<file path="src/rtl/ufl_pkg.sv">
package ufl_pkg;
  typedef struct packed {
    logic tableWr;
    logic failWr;
    logic lookup;
  } uflStrobe_t;
endpackage

</file>
<file path="src/rtl/ufl_ctrl.sv">
module ufl_ctrl #(
  parameter int NUM_ENTRIES = 8
) (
  input  logic                           tblWrEn,
  input  logic [$clog2(NUM_ENTRIES)-1:0] tblWrIdx,
  input  logic                           failWrEn,
  input  logic                           reqValid,
  output ufl_pkg::uflStrobe_t            strobe
);
  localparam int IDXW = $clog2(NUM_ENTRIES);
  localparam logic [IDXW:0] ENT_COUNT = NUM_ENTRIES[IDXW:0];

  logic idxInRange;

  // an index past the last entry is dropped rather than aliased
  assign idxInRange = ({1'b0, tblWrIdx} < ENT_COUNT);

  always_comb begin
    strobe.tableWr = tblWrEn && idxInRange;
    strobe.failWr  = failWrEn;
    strobe.lookup  = reqValid;
  end
endmodule

</file>
<file path="src/rtl/ufl_datapath.sv">
module ufl_datapath #(
  parameter int NUM_ENTRIES = 8,
  parameter int NUM_UPLINKS = 16,
  parameter int DEST_W      = 16
) (
  input  logic                           clk,
  input  logic                           rstN,
  input  ufl_pkg::uflStrobe_t            strobe,
  input  logic [$clog2(NUM_ENTRIES)-1:0] tblWrIdx,
  input  logic                           tblWrValid,
  input  logic [DEST_W-1:0]              tblWrBase,
  input  logic [DEST_W-1:0]              tblWrLimit,
  input  logic [NUM_UPLINKS-1:0]         tblWrBlock,
  input  logic [NUM_UPLINKS-1:0]         failWrMask,
  input  logic [DEST_W-1:0]              reqDest,
  input  logic [NUM_UPLINKS-1:0]         reqCand,
  input  logic [$clog2(NUM_UPLINKS)-1:0] reqPref,
  output logic                           rspValid,
  output logic                           rspNoRoute,
  output logic [$clog2(NUM_UPLINKS)-1:0] rspUplink
);
  localparam int UPW  = $clog2(NUM_UPLINKS);
  localparam int OFFW = UPW + 1;
  localparam logic [OFFW-1:0] UP_COUNT = NUM_UPLINKS[OFFW-1:0];

  // table state
  logic [DEST_W-1:0]      baseQ  [NUM_ENTRIES];
  logic [DEST_W-1:0]      limitQ [NUM_ENTRIES];
  logic [NUM_UPLINKS-1:0] blockQ [NUM_ENTRIES];
  logic [NUM_ENTRIES-1:0] validQ;
  logic [NUM_UPLINKS-1:0] failQ;

  always_ff @(posedge clk) begin
    if (!rstN) begin
      validQ <= '0;
      failQ  <= '0;
      for (int e = 0; e < NUM_ENTRIES; e++) begin
        baseQ[e]  <= '0;
        limitQ[e] <= '0;
        blockQ[e] <= '0;
      end
    end else begin
      if (strobe.tableWr) begin
        baseQ[tblWrIdx]  <= tblWrBase;
        limitQ[tblWrIdx] <= tblWrLimit;
        blockQ[tblWrIdx] <= tblWrBlock;
        validQ[tblWrIdx] <= tblWrValid;
      end
      if (strobe.failWr) begin
        failQ <= failWrMask;
      end
    end
  end

  // range match per entry
  logic [NUM_UPLINKS-1:0] entryBlock [NUM_ENTRIES];
  logic [NUM_ENTRIES-1:0] entryHit;

  for (genvar e = 0; e < NUM_ENTRIES; e++) begin : g_match
    assign entryHit[e]   = validQ[e] && (reqDest >= baseQ[e]) && (reqDest <= limitQ[e]);
    assign entryBlock[e] = entryHit[e] ? blockQ[e] : '0;
  end

  logic [NUM_UPLINKS-1:0] blockedAll;
  always_comb begin
    blockedAll = '0;
    for (int e = 0; e < NUM_ENTRIES; e++) begin
      blockedAll = blockedAll | entryBlock[e];
    end
  end

  logic [NUM_UPLINKS-1:0] permitted;
  assign permitted = reqCand & ~failQ & ~blockedAll;

  // circular search starting just after the preferred uplink
  logic [2*NUM_UPLINKS-1:0] doubled;
  logic [2*NUM_UPLINKS-1:0] rotWide;
  logic [NUM_UPLINKS-1:0]   rotated;
  logic [OFFW-1:0]          prefNext;
  logic [OFFW-1:0]          hopCount;
  logic [OFFW-1:0]          wrapSum;
  logic                     foundAny;
  logic [UPW-1:0]           pickIdx;
  logic                     noneLeft;

  assign doubled  = {permitted, permitted};
  assign prefNext = {1'b0, reqPref} + OFFW'(1);
  assign rotWide  = doubled >> prefNext;
  assign rotated  = rotWide[NUM_UPLINKS-1:0];

  always_comb begin
    foundAny = 1'b0;
    hopCount = '0;
    for (int i = 0; i < NUM_UPLINKS; i++) begin
      if (!foundAny && rotated[i]) begin
        foundAny = 1'b1;
        hopCount = OFFW'(i);
      end
    end
    wrapSum = prefNext + hopCount;
    if (wrapSum >= UP_COUNT) begin
      wrapSum = wrapSum - UP_COUNT;
    end
  end

  always_comb begin
    noneLeft = !foundAny;
    if (permitted[reqPref]) begin
      pickIdx = reqPref;
    end else if (foundAny) begin
      pickIdx = wrapSum[UPW-1:0];
    end else begin
      pickIdx = '0;
    end
  end

  // registered response
  always_ff @(posedge clk) begin
    if (!rstN) begin
      rspValid   <= 1'b0;
      rspNoRoute <= 1'b0;
      rspUplink  <= '0;
    end else begin
      rspValid <= strobe.lookup;
      if (strobe.lookup) begin
        rspNoRoute <= noneLeft;
        rspUplink  <= pickIdx;
      end else begin
        rspNoRoute <= 1'b0;
        rspUplink  <= '0;
      end
    end
  end
endmodule

</file>
<file path="src/rtl/uplink_fault_filter.sv">
module uplink_fault_filter #(
  parameter int NUM_ENTRIES = 8,
  parameter int NUM_UPLINKS = 16,
  parameter int DEST_W      = 16
) (
  input  logic                           clk,
  input  logic                           rstN,
  input  logic                           tblWrEn,
  input  logic [$clog2(NUM_ENTRIES)-1:0] tblWrIdx,
  input  logic                           tblWrValid,
  input  logic [DEST_W-1:0]              tblWrBase,
  input  logic [DEST_W-1:0]              tblWrLimit,
  input  logic [NUM_UPLINKS-1:0]         tblWrBlock,
  input  logic                           failWrEn,
  input  logic [NUM_UPLINKS-1:0]         failWrMask,
  input  logic                           reqValid,
  input  logic [DEST_W-1:0]              reqDest,
  input  logic [NUM_UPLINKS-1:0]         reqCand,
  input  logic [$clog2(NUM_UPLINKS)-1:0] reqPref,
  output logic                           rspValid,
  output logic                           rspNoRoute,
  output logic [$clog2(NUM_UPLINKS)-1:0] rspUplink
);
  ufl_pkg::uflStrobe_t strobe;

  ufl_ctrl #(.NUM_ENTRIES(NUM_ENTRIES)) i_ctrl (
    .tblWrEn  (tblWrEn),
    .tblWrIdx (tblWrIdx),
    .failWrEn (failWrEn),
    .reqValid (reqValid),
    .strobe   (strobe)
  );

  ufl_datapath #(
    .NUM_ENTRIES(NUM_ENTRIES),
    .NUM_UPLINKS(NUM_UPLINKS),
    .DEST_W     (DEST_W)
  ) i_datapath (
    .clk        (clk),
    .rstN       (rstN),
    .strobe     (strobe),
    .tblWrIdx   (tblWrIdx),
    .tblWrValid (tblWrValid),
    .tblWrBase  (tblWrBase),
    .tblWrLimit (tblWrLimit),
    .tblWrBlock (tblWrBlock),
    .failWrMask (failWrMask),
    .reqDest    (reqDest),
    .reqCand    (reqCand),
    .reqPref    (reqPref),
    .rspValid   (rspValid),
    .rspNoRoute (rspNoRoute),
    .rspUplink  (rspUplink)
  );
endmodule

</file>
<file path="config.mk">
export PLATFORM = sky130hd
export DESIGN_NAME = uplink_fault_filter
export DESIGN_NICKNAME = d
export VERILOG_FILES = /design/src/rtl/ufl_pkg.sv /design/src/rtl/ufl_ctrl.sv /design/src/rtl/ufl_datapath.sv /design/src/rtl/uplink_fault_filter.sv
export SDC_FILE = /design/constraint.sdc
export NUM_CORES = 1
export LEC_CHECK = 0
export ABC_AREA = 1
export BUFFER_PORTS_ARGS = -buffer_cell sky130_fd_sc_hd__buf_2
export CAP_MARGIN = 20
export CORE_MARGIN = 5
export CORE_UTILIZATION = 62
export DETAILED_ROUTE_END_ITERATION = 8
export PLACE_DENSITY = 0.8
export SYNTH_ARGS = -nofsm -noshare
export SYNTH_HDL_FRONTEND = slang
export SYNTH_SLANG_ARGS = --single-unit
export TNS_END_PERCENT = 10
</file>
<file path="constraint.sdc">
create_clock -name clk -period 7.2 [get_ports clk]
set_input_delay 1.44 -clock clk [delete_from_list [all_inputs] [get_ports clk]]
set_output_delay 1.44 -clock clk [all_outputs]
set_load 0.005 [all_outputs]
</file>
---- Word level (Yosys, flattened, before mapping) ----
Memory sizes are Yosys's and may differ from the RTL's.
Cells that the tools add are included.
operators by class
  magnitude comparators ................... 20
  shifts and indexed selects .............. 1
  multiplexer cells ....................... 60
  reductions and logical operators ........ 52
  add/sub/neg operators ................... 3
  bitwise operators ....................... 11
operators by type and width
  cell                                                  number
  2-to-1 mux 16 bit                                     11
  >= comparator 16 bit                                  8
  <= comparator 16 bit                                  8
  bitwise OR 16 bit                                     7
  OR reduction 16 bit                                   3
  2-to-1 mux 4 bit                                      11
  AND 16 bit                                            2
  logical AND 1 bit                                     32
  NOT 16 bit                                            2
  right shift 32 x 5 -> 16 bit                          1
  2-to-1 mux 1 bit                                      26
  2-to-1 mux 3 bit                                      7
  logical NOT 1 bit                                     16
  bitwise mux 8 bit                                     1
  adder 4 x 1 -> 5 bit (second input constant)          1
  adder 5 x 4 -> 5 bit                                  1
  >= comparator 5 bit (second input constant)           1
  < comparator 4 x 5 -> 1 bit (second input constant)   1
  binary-select mux 1 bit (select 4 bit)                1
  < comparator 3 x 4 -> 1 bit (second input constant)   1
  2-to-1 mux 2 bit                                      2
  subtractor 4 x 1 -> 4 bit (second input constant)     1
  demux 1 bit (select 3 bit)                            1
  >= comparator 3 x 1 -> 1 bit (second input constant)  1
  AND reduction 2 bit                                   1
word-level totals
  flip-flop bits (word level) ............. 30
  word-level logic and storage cells ...... 155
  output and inout port bits .............. 6
  bits in writable memories ............... 384
  input port bits ......................... 109
  memories kept ........................... 3
memories
  name               depth  width  read ports  clocked after Yosys merged registers in  wr ports  RTL line            text
  i_datapath.baseQ   8      16     8           0                                        8         ufl_datapath.sv:27  logic [DEST_W-1:0] baseQ [NUM_ENTRIES];
  i_datapath.blockQ  8      16     8           0                                        8         ufl_datapath.sv:29  logic [NUM_UPLINKS-1:0] blockQ [NUM_ENTRIES];
  i_datapath.limitQ  8      16     8           0                                        8         ufl_datapath.sv:28  logic [DEST_W-1:0] limitQ [NUM_ENTRIES];

---- Longest topological paths before layout ----
Gate-level depths: netlist (run 1).
An unclocked memory read counts as a cell.
  word-level depth ........................ 66
  mapped depth ............................ 42
  mapped depth without buffers ............ 42

---- Hierarchy ----
A second synthesis (run 1) with hierarchy kept.
second synthesis, totals
  cell total of the unflattened synthesis .. 2583
  area, all modules ....................... 23681.5 µm²
by module, submodules not included
  module        area an instance (µm²)  cells an instance  times used  seq. area each (µm²)
  ufl_datapath  23658.9                 2580               1           12131.6
  ufl_ctrl      22.5                    3                  1           0.0

---- Worst setup path before layout (run 1) ----
No wires, ideal clock.
  path type ............................... in2reg
  start ................................... input reqDest[0]
  end ..................................... register i_datapath.rspUplink[3]
  stages .................................. 39
  setup time .............................. 0.120 ns
  slack ................................... 1.959 ns
  buffers on the path ..................... 1
  arrival ................................. 5.121 ns
  cells stage by stage .................... inv_1 > ha_1 > inv_1 > nand2_1 > nand2_1 > nand2_1 > nand2_1 > nand2_1 > nand2_1 > nand2_1 > nand2_1 > nand2_1 > buf_4 > nand3_2 > o21ai_0 > inv_1 > nand3_1 > nor2_1 > [... 3 more ...] > nand3_1 > nand2_2 > nand2_2 > nor2_4 > nand4_2 > nor2_4 > nand4_4 > nor2_4 > o41ai_2 > nand3b_1 > ha_1 > a21oi_1 > nand2_1 > xor2_1 > inv_1 > nand3_2 > nand3_2 > a21oi_2
on the way
  longest elaborated chain between the ends .. 65
ends and longest elaborated chain
  element                                                                  RTL line                                  text
  start: declaration                                                       uplink_fault_filter.sv:17                 input logic [DEST_W-1:0] reqDest,
  >= comparator 16 bit                                                     ufl_datapath.sv:60                        assign entryHit[e] = validQ[e] && (reqDest >= baseQ[e]) && (reqDest <= limitQ[e]);
  logical AND 1 bit (2 in series)                                          ufl_datapath.sv:60
  2-to-1 mux 16 bit                                                        ufl_datapath.sv:61                        assign entryBlock[e] = entryHit[e] ? blockQ[e] : '0;
  bitwise OR 16 bit (6 in series)                                          ufl_datapath.sv:68                        blockedAll = blockedAll | entryBlock[e];
  bitwise OR 16 bit (*)                                                    ufl_datapath.sv:68
  NOT 16 bit (*)                                                           ufl_datapath.sv:73                        assign permitted = reqCand & ~failQ & ~blockedAll;
  AND 16 bit (*)                                                           ufl_datapath.sv:73
  right shift 32 x 5 -> 16 bit                                             ufl_datapath.sv:88                        assign rotWide = doubled >> prefNext;
  [... 43 more ...]                                                        n/a
  logical NOT 1 bit                                                        ufl_datapath.sv:95                        if (!foundAny && rotated[i]) begin
  logical AND 1 bit                                                        ufl_datapath.sv:95
  2-to-1 mux 4 bit                                                         ufl_datapath.sv:95
  adder 5 x 4 -> 5 bit                                                     ufl_datapath.sv:100                       wrapSum = prefNext + hopCount;
  subtractor 4 x 1 -> 4 bit / >= comparator 5 bit (equally long branches)  ufl_datapath.sv:102, ufl_datapath.sv:101
  2-to-1 mux 4 bit                                                         ufl_datapath.sv:101                       if (wrapSum >= UP_COUNT) begin
  2-to-1 mux 4 bit                                                         ufl_datapath.sv:110                       end else if (foundAny) begin
  2-to-1 mux 4 bit (*)                                                     ufl_datapath.sv:108                       if (permitted[reqPref]) begin
  end signal: assignment                                                   ufl_datapath.sv:127                       rspUplink <= pickIdx;
  end: declaration                                                         ufl_datapath.sv:20                        output logic [$clog2(NUM_UPLINKS)-1:0] rspUplink
Every way passes the cells marked *; elsewhere a longest branch is shown, timed or not. The select of a mux whose other input is x is not followed.
A chain may end at the register's enable or synchronous reset.

---- Worst setup path after layout (run 1) ----
Same ends and word-level chain as after synthesis.

==> impl_metrics.py, run 1 <==
metrics = {
    "outcome": {
        "status": "complete, no violations",
    },
    "cts": {
        "post-cts-setup-buffer-count": 0,
        "insertion_delay_ns": 0.59,
        "cts_inserted_buffers": 44,
        "ctsLongestPathBuffers": 3,
        "htreeDepth": 2,
        "cts_resized": 0,
        "clk_pin_slew_ns": 0.06,
        "cts_tree": "built",
        "cts_sinks": 414,
        "cts_hold_buf": 0,
        "cts-root-buf": "clkbuf_16",
    },
    "worst_setup_path": {
        "critPathKind": "input pin to flop",
        "cp.arrival_ns": 6.70,
        "slowest_delay_ns": 0.55,
        "cp-end-kind": "flop",
        "cpMostUsedCell": "nand2_1",
        "cp.required_ns": 7.72,
        "crit_path_top_delay_cell": "inv_1",
        "start_kind": "input pin",
        "cp_max_fo": 16,
    },
    "worst_hold_path": {
        "hold_path.class": "flop to flop",
    },
    "layout": {
        "layout-drive-gt1-share_pct": 8.800,
        "syn_to_final_growth_pct": 10.67,
        "seqCellArea_mm2": 0.01213,
        "multi_input_area_mm2": 0.009637,
        "nets": 3049,
        "antennaDiodeCount": 0,
        "fillers": 2835,
    },
    "pwr": {
        "leakagePower_nw": 12.23,
        "ir_worst_vdd_v": 0.0001639,
        "power_w": 0.005990,
        "powerDensity_mw_per_mm2": 228.5,
    },
    "synth": {
        "synth_nets": 2949,
        "ys_types": 43,
        "synthCells": 2580,
        "yosysSeqAreaShare_pct": 51.23,
        "synth.avg_cell_area_um2": 9.179,
        "synthFlopType": "edfxtp_1",
        "synth_edf_count": 384,
        "synth_warnings": 0,
        "ys_ff_latch": 414,
        "synthArstFlopShare_pct": 0,
        "syn_area_mm2": 0.02368,
    },
    "timing": {
        "hold_violations": 0,
        "rsz0062_at_grt": "no",
        "fin_ws_ns": 1.022,
        "slew_viol_final": 0,
        "setup_viol": 0,
        "worst_slew_pin_slew_ns": 0.8348,
        "slew_headroom_pct": 44.27,
        "tns_ns": 0,
        "final.setup_skew_ns": 0.01522,
        "max_freq_mhz": 161.9,
        "min_period_ns": 6.178,
        "finalCritPeriodShare_pct": 85.80,
    },
    "floorplan": {
        "ios": 115,
        "dieArea_mm2": 0.04221,
        "start_util_pct": 62.88,
        "die_width_um": 205.4,
        "fp-row-count": 71,
        "coreArea_mm2": 0.03767,
        "fp.dieH_um": 205.4,
    },
    "global_route": {
        "grt_overflow": 0,
        "grt_usage_pct": 30.26,
        "first_global_vias": 19119,
        "antenna_found_initial": 0,
        "grt_max_degree": 52,
        "grt_pass1_wl_um": 99550,
    },
    "drt": {
        "wire_per_inst_um": 19.55,
        "wirelength_um": 63090,
        "ant_nets": 0,
        "drc": 0,
        "vias_per_cell": 5.804,
        "firstDrtPassIters": 7,
        "vias": 18728,
        "drt_iter0_markers": 1792,
    },
    "job": {
        "drv_cap": 0,
    },
    "placement": {
        "numPortBuffers": 114,
        "dp_hpwl_um": 42220,
        "gp_congestion": 0.8720,
        "pre_cts_slack_ns": 0.5382,
    },
}
[stage by stage]
stage,area (um2),util [%],hold WS (ns),instances
2_1_floorplan,23680,-,0.4347,2580
3_3_place_gp,24730,65.65,0.4508,3145
3_5_place_dp,24730,65.65,0.4541,3145
4_1_cts,26210,69.59,0.4623,3227
5_1_grt,26210,69.59,0.5011,3227
6_report,26210,69.59,0.4638,3227
[critical path, delay by kind of cell]
| kind | cells | cell delay (ns) |
|---|---|---|
| adder cells (fa/ha/maj) | 2 | 0.45 |
| buffers and inverters | 6 | 0.91 |
| AND/OR/NAND/NOR | 30 | 3.38 |
| XOR/XNOR | 1 | 0.19 |
| AO/OA/AOI/OAI | 2 | 0.34 |
[area by class of cell]
class                      count  share of cell area (%)
timing repair buffer         131                   2.664
clock buffer                  56                   4.487
inverter                     432                   6.187
clock inverter                26                   1.170
tap                          511                   2.439
multi-input combinational   1657                   36.77
sequential                   414                   46.29
[power breakdown]
part | total (W) | switching (W) | internal (W) | leakage (nW)
Combinational | 0.000825 | 0.000573 | 0.000252 | 7.59
Sequential | 0.00282 | 0.0000445 | 0.00278 | 3.93
Clock | 0.00235 | 0.000968 | 0.00138 | 0.717
[Yosys cell counts, types with 4 or more instances]
library cell / number / area [um2]
nand3_1: 133 / 665.6
nor3_2: 4 / 40.04
buf_1: 6 / 22.52
a21o_1: 8 / 60.06
nand2_1: 314 / 1179
buf_2: 8 / 40.04
o21ai_1: 6 / 30.03
clkbuf_1: 56 / 210.2
inv_2: 4 / 15.01
nand4_1: 113 / 706.9
nor2_1: 554 / 2079
dfxtp_1: 30 / 600.6
o21bai_1: 5 / 37.54
o21ai_0: 61 / 305.3
a21oi_1: 126 / 630.6
buf_4: 5 / 37.54
o21a_1: 7 / 52.55
ha_1: 259 / 3241
nor3_1: 12 / 60.06
nand2_2: 5 / 31.28
nand3_2: 11 / 110.1
inv_1: 425 / 1595
nand3b_1: 12 / 90.09
edfxtp_1: 384 / 11530
[state kept, by name (all words and copies together), names as in the netlist]
| register | flops |
|---|---|
| i_datapath.blockQ | 128 |
| i_datapath.validQ | 8 |
| i_datapath.rspUplink | 4 |
| i_datapath.failQ | 16 |
| i_datapath.limitQ | 128 |
| i_datapath.baseQ | 128 |
| i_datapath.rspNoRoute | 1 |
| i_datapath.rspValid | 1 |
[path summary, 6_finish.rpt]
check | startpoint | cells past startpoint | endpoint | slack, ns
worst min-delay path | i_datapath.failQ[3] | 2 | i_datapath.failQ[3] | 0.46
worst max register to register | i_datapath.limitQ[1][13] | 29 | i_datapath.rspUplink[2] | 1.94
worst max-delay path | reqDest[0] | 41 | i_datapath.rspUplink[3] | 1.02
worst min register to register | i_datapath.failQ[3] | 2 | i_datapath.failQ[3] | 0.46
[cell families (layout without fill, tap and decap cells)]
kind of cell | count (synthesis) | in the layout | synth area share [%]
compound gates | 228 | 228 | 5.283
xor+xnor | 2 | 2 | 0.07398
fa+ha+maj | 260 | 260 | 13.77
buf+inv | 509 | 645 | 8.252
flops | 414 | 414 | 51.23
simple gates | 1167 | 1167 | 21.40
[cells in the final DEF, fill, tap and decap left out, types with 2 or more instances in the layout]
| cell | count |
|---|---|
| o21bai_1 | 5 |
| clkbuf_16 | 44 |
| nand2_2 | 13 |
| nand4_1 | 113 |
| buf_2 | 114 |
| xor2_1 | 2 |
| o21ai_1 | 6 |
| nor2_4 | 3 |
| o2111ai_1 | 3 |
| nor2_1 | 554 |
| nand3b_1 | 12 |
| nand3_2 | 15 |
| clkinv_8 | 3 |
| clkinv_2 | 4 |
| and2_1 | 2 |
| dfxtp_1 | 30 |
| clkbuf_1 | 9 |
| nand4_2 | 2 |
| o22ai_1 | 2 |
| inv_2 | 4 |
| inv_1 | 425 |
| nand3_1 | 129 |
| edfxtp_1 | 384 |
| nor3_2 | 4 |
| o211ai_1 | 3 |
| o21a_1 | 7 |
| a21oi_1 | 126 |
| nor3_1 | 12 |
| o21ai_0 | 61 |
| ha_1 | 259 |
| nand2_1 | 306 |
| buf_4 | 17 |
| a21o_1 | 8 |
| clkinv_1 | 14 |
| clkbuf_8 | 3 |
| bufinv_16 | 6 |
[layer usage]
layer	vias up	track usage, %	part of all wire, %	routed length, um
met5	-	0	0	0
met4	0	13.09	4.1	2566
met3	181	4.996	9.1	5738
met2	887	50.59	48	30240
met1	8859	39.31	39	24550
li1	8801	-	-	-
Note: power is estimated with default switching activity, not from simulation.
==> inputs of run 2 (changes only) <==
- BUFFER_PORTS_ARGS: -buffer_cell sky130_fd_sc_hd__buf_2 -> default
- DONT_BUFFER_PORTS: default -> 1
- HOLD_SLACK_MARGIN: default -> 0.12
- PLACE_DENSITY: 0.8 -> 0.78
==> run 2 against run 1 <==
Against the previous run:
- design area down 1.4%
- flip-flop and latch count unchanged
- die area unchanged
- worst hold slack improved by 0.020 ns
- fmax is 2.8% higher
- first-iteration DRC count is 16% higher
- clock power grew 11%
- sequential power about the same
- wire length fell by 0.51%
- critical endpoint is now i_datapath.rspUplink[2]
- largest power group unchanged
==> impl_metrics.py, run 2 (synthesis results as in run 1) <==
metrics = {
    "drt": {
        "drt_iter0_markers": 2072,
        "ant_nets": 0,
        "vias_per_cell": 5.956,
        "firstDrtPassIters": 6,
        "wirelength_um": 62770,
        "vias": 18548,
        "drc": 0,
        "wire_per_inst_um": 20.16,
    },
    "timing": {
        "tns_ns": 0,
        "min_period_ns": 6.008,
        "slew_headroom_pct": 44.12,
        "final.setup_skew_ns": 0.01338,
        "max_freq_mhz": 166.4,
        "hold_violations": 0,
        "worst_slew_pin_slew_ns": 0.8361,
        "setup_viol": 0,
        "slew_viol_final": 0,
        "finalCritPeriodShare_pct": 83.45,
        "fin_ws_ns": 1.192,
        "rsz0062_at_grt": "no",
    },
    "cts": {
        "cts_tree": "built",
        "insertion_delay_ns": 0.58,
        "htreeDepth": 2,
        "ctsLongestPathBuffers": 3,
        "cts_hold_buf": 0,
        "cts_sinks": 414,
        "clk_pin_slew_ns": 0.06,
        "cts_resized": 0,
        "post-cts-setup-buffer-count": 0,
        "cts-root-buf": "clkbuf_16",
        "cts_inserted_buffers": 44,
    },
    "layout": {
        "multi_input_area_mm2": 0.009637,
        "stdcell_count": 3114,
        "nets": 2935,
        "layout_commonest_cell": "nor2_1",
        "syn_to_final_growth_pct": 9.087,
        "seqCellArea_mm2": 0.01213,
        "layout-drive-gt1-share_pct": 5.265,
        "reg_top3": "i_datapath.baseQ (128), i_datapath.blockQ (128), i_datapath.limitQ (128)",
        "fillers": 2832,
        "final_cell_mix": "nor2_1, inv_1, edfxtp_1, nand2_1, ha_1",
    },
    "job": {
        "drv_cap": 0,
    },
    "placement": {
        "dp_hpwl_um": 41590,
        "pre_cts_slack_ns": 0.6693,
        "numPortBuffers": 0,
        "gp_congestion": 0.9086,
        "placed_cells": 3031,
    },
    "global_route": {
        "antenna_found_initial": 1,
        "grt_pass1_wl_um": 98110,
        "first_global_vias": 18385,
        "grt_overflow": 0,
        "grt_max_degree": 52,
        "grt_usage_pct": 30.01,
    },
    "worst_setup_path": {
        "cpMostUsedCell": "nand2_1",
        "crit_path_top_delay_cell": "inv_1",
        "start_kind": "input pin",
        "cp-end-kind": "flop",
        "startpoint": "reqDest[0]",
        "r2r-start": "i_datapath.baseQ[4][15]",
        "slowest_delay_ns": 0.55,
        "cp.arrival_ns": 6.53,
        "cp_max_fo": 16,
        "critPathKind": "input pin to flop",
        "cp.required_ns": 7.72,
    },
    "floorplan": {
        "fp.dieH_um": 205.4,
        "fp-row-count": 71,
        "start_util_pct": 62.88,
        "ios": 115,
        "coreArea_mm2": 0.03767,
        "die_width_um": 205.4,
        "dieArea_mm2": 0.04221,
    },
    "pwr": {
        "ir_worst_vdd_v": 0.0002073,
        "leakagePower_nw": 11.88,
        "powerDensity_mw_per_mm2": 239.7,
    },
    "worst_hold_path": {
        "hp-start": "i_datapath.failQ[9]",
        "hold_path.class": "flop to flop",
    },
    "outcome": {
        "status": "complete, no violations",
    },
}
-- run 2: cell types whose count changed in the layout (fill, tap and decap cells not counted), sizes merged --
cell	change
diode	+1
buf	-114
bufinv	+8
clkbuf	-10
clkinvlp	+1
inv	+1
-- run 2: per-layer routing --
layer	global-route usage (%)	wire length, um	vias up
met5	0	0	-
met4	10.74	2121	0
met3	4.917	5810	149
met2	50.35	29890	975
met1	39.82	24950	8856
li1	-	-	8568
-- run 2: critical path: cells and delay by family --
family	cells	cell delay, ns
simple gates	23	2.85
fa+ha+maj	3	0.79
buf+inv	3	0.66
compound gates	3	0.61
xor+xnor	1	0.16
-- run 2: final timing paths --
check	to	slack (ns)	cells past startpoint
min reg2reg	i_datapath.failQ[9]	0.48	2
max	i_datapath.rspUplink[2]	1.19	33
min	i_datapath.failQ[9]	0.48	2
max reg2reg	i_datapath.rspUplink[2]	1.95	28
-- run 2: area by class of cell --
class,instances,area share (%)
flip-flops and latches,414,46.96
multi-input cells,1657,37.30
inverters,432,6.277
clock buffers,46,4.330
well taps,511,2.475
clock inverters,36,2.155
repair buffers,17,0.4940
diodes,1,0.009686
-- run 2: metrics by stage --
step / hold WS (ns) / utilization (%) / power, W / area, um2
after detailed placement: 0.4583 / 64.13 / 0.003602 / 24160
after global placement: 0.4486 / 64.13 / 0.003552 / 24160
final: 0.4843 / 68.59 / 0.006194 / 25830
after CTS: 0.4798 / 68.58 / 0.006198 / 25830
after floorplan: 0.4347 / - / 0.003389 / 23680
after global routing: 0.5028 / 68.59 / 0.006414 / 25830
-- run 2: where the power goes --
part	internal, W	switching (W)	total, W
registers	0.00278	0.0000446	0.00282
logic	0.000233	0.000517	0.000751
clock network	0.00164	0.000984	0.00262
total	0.00465	0.00155	0.00619
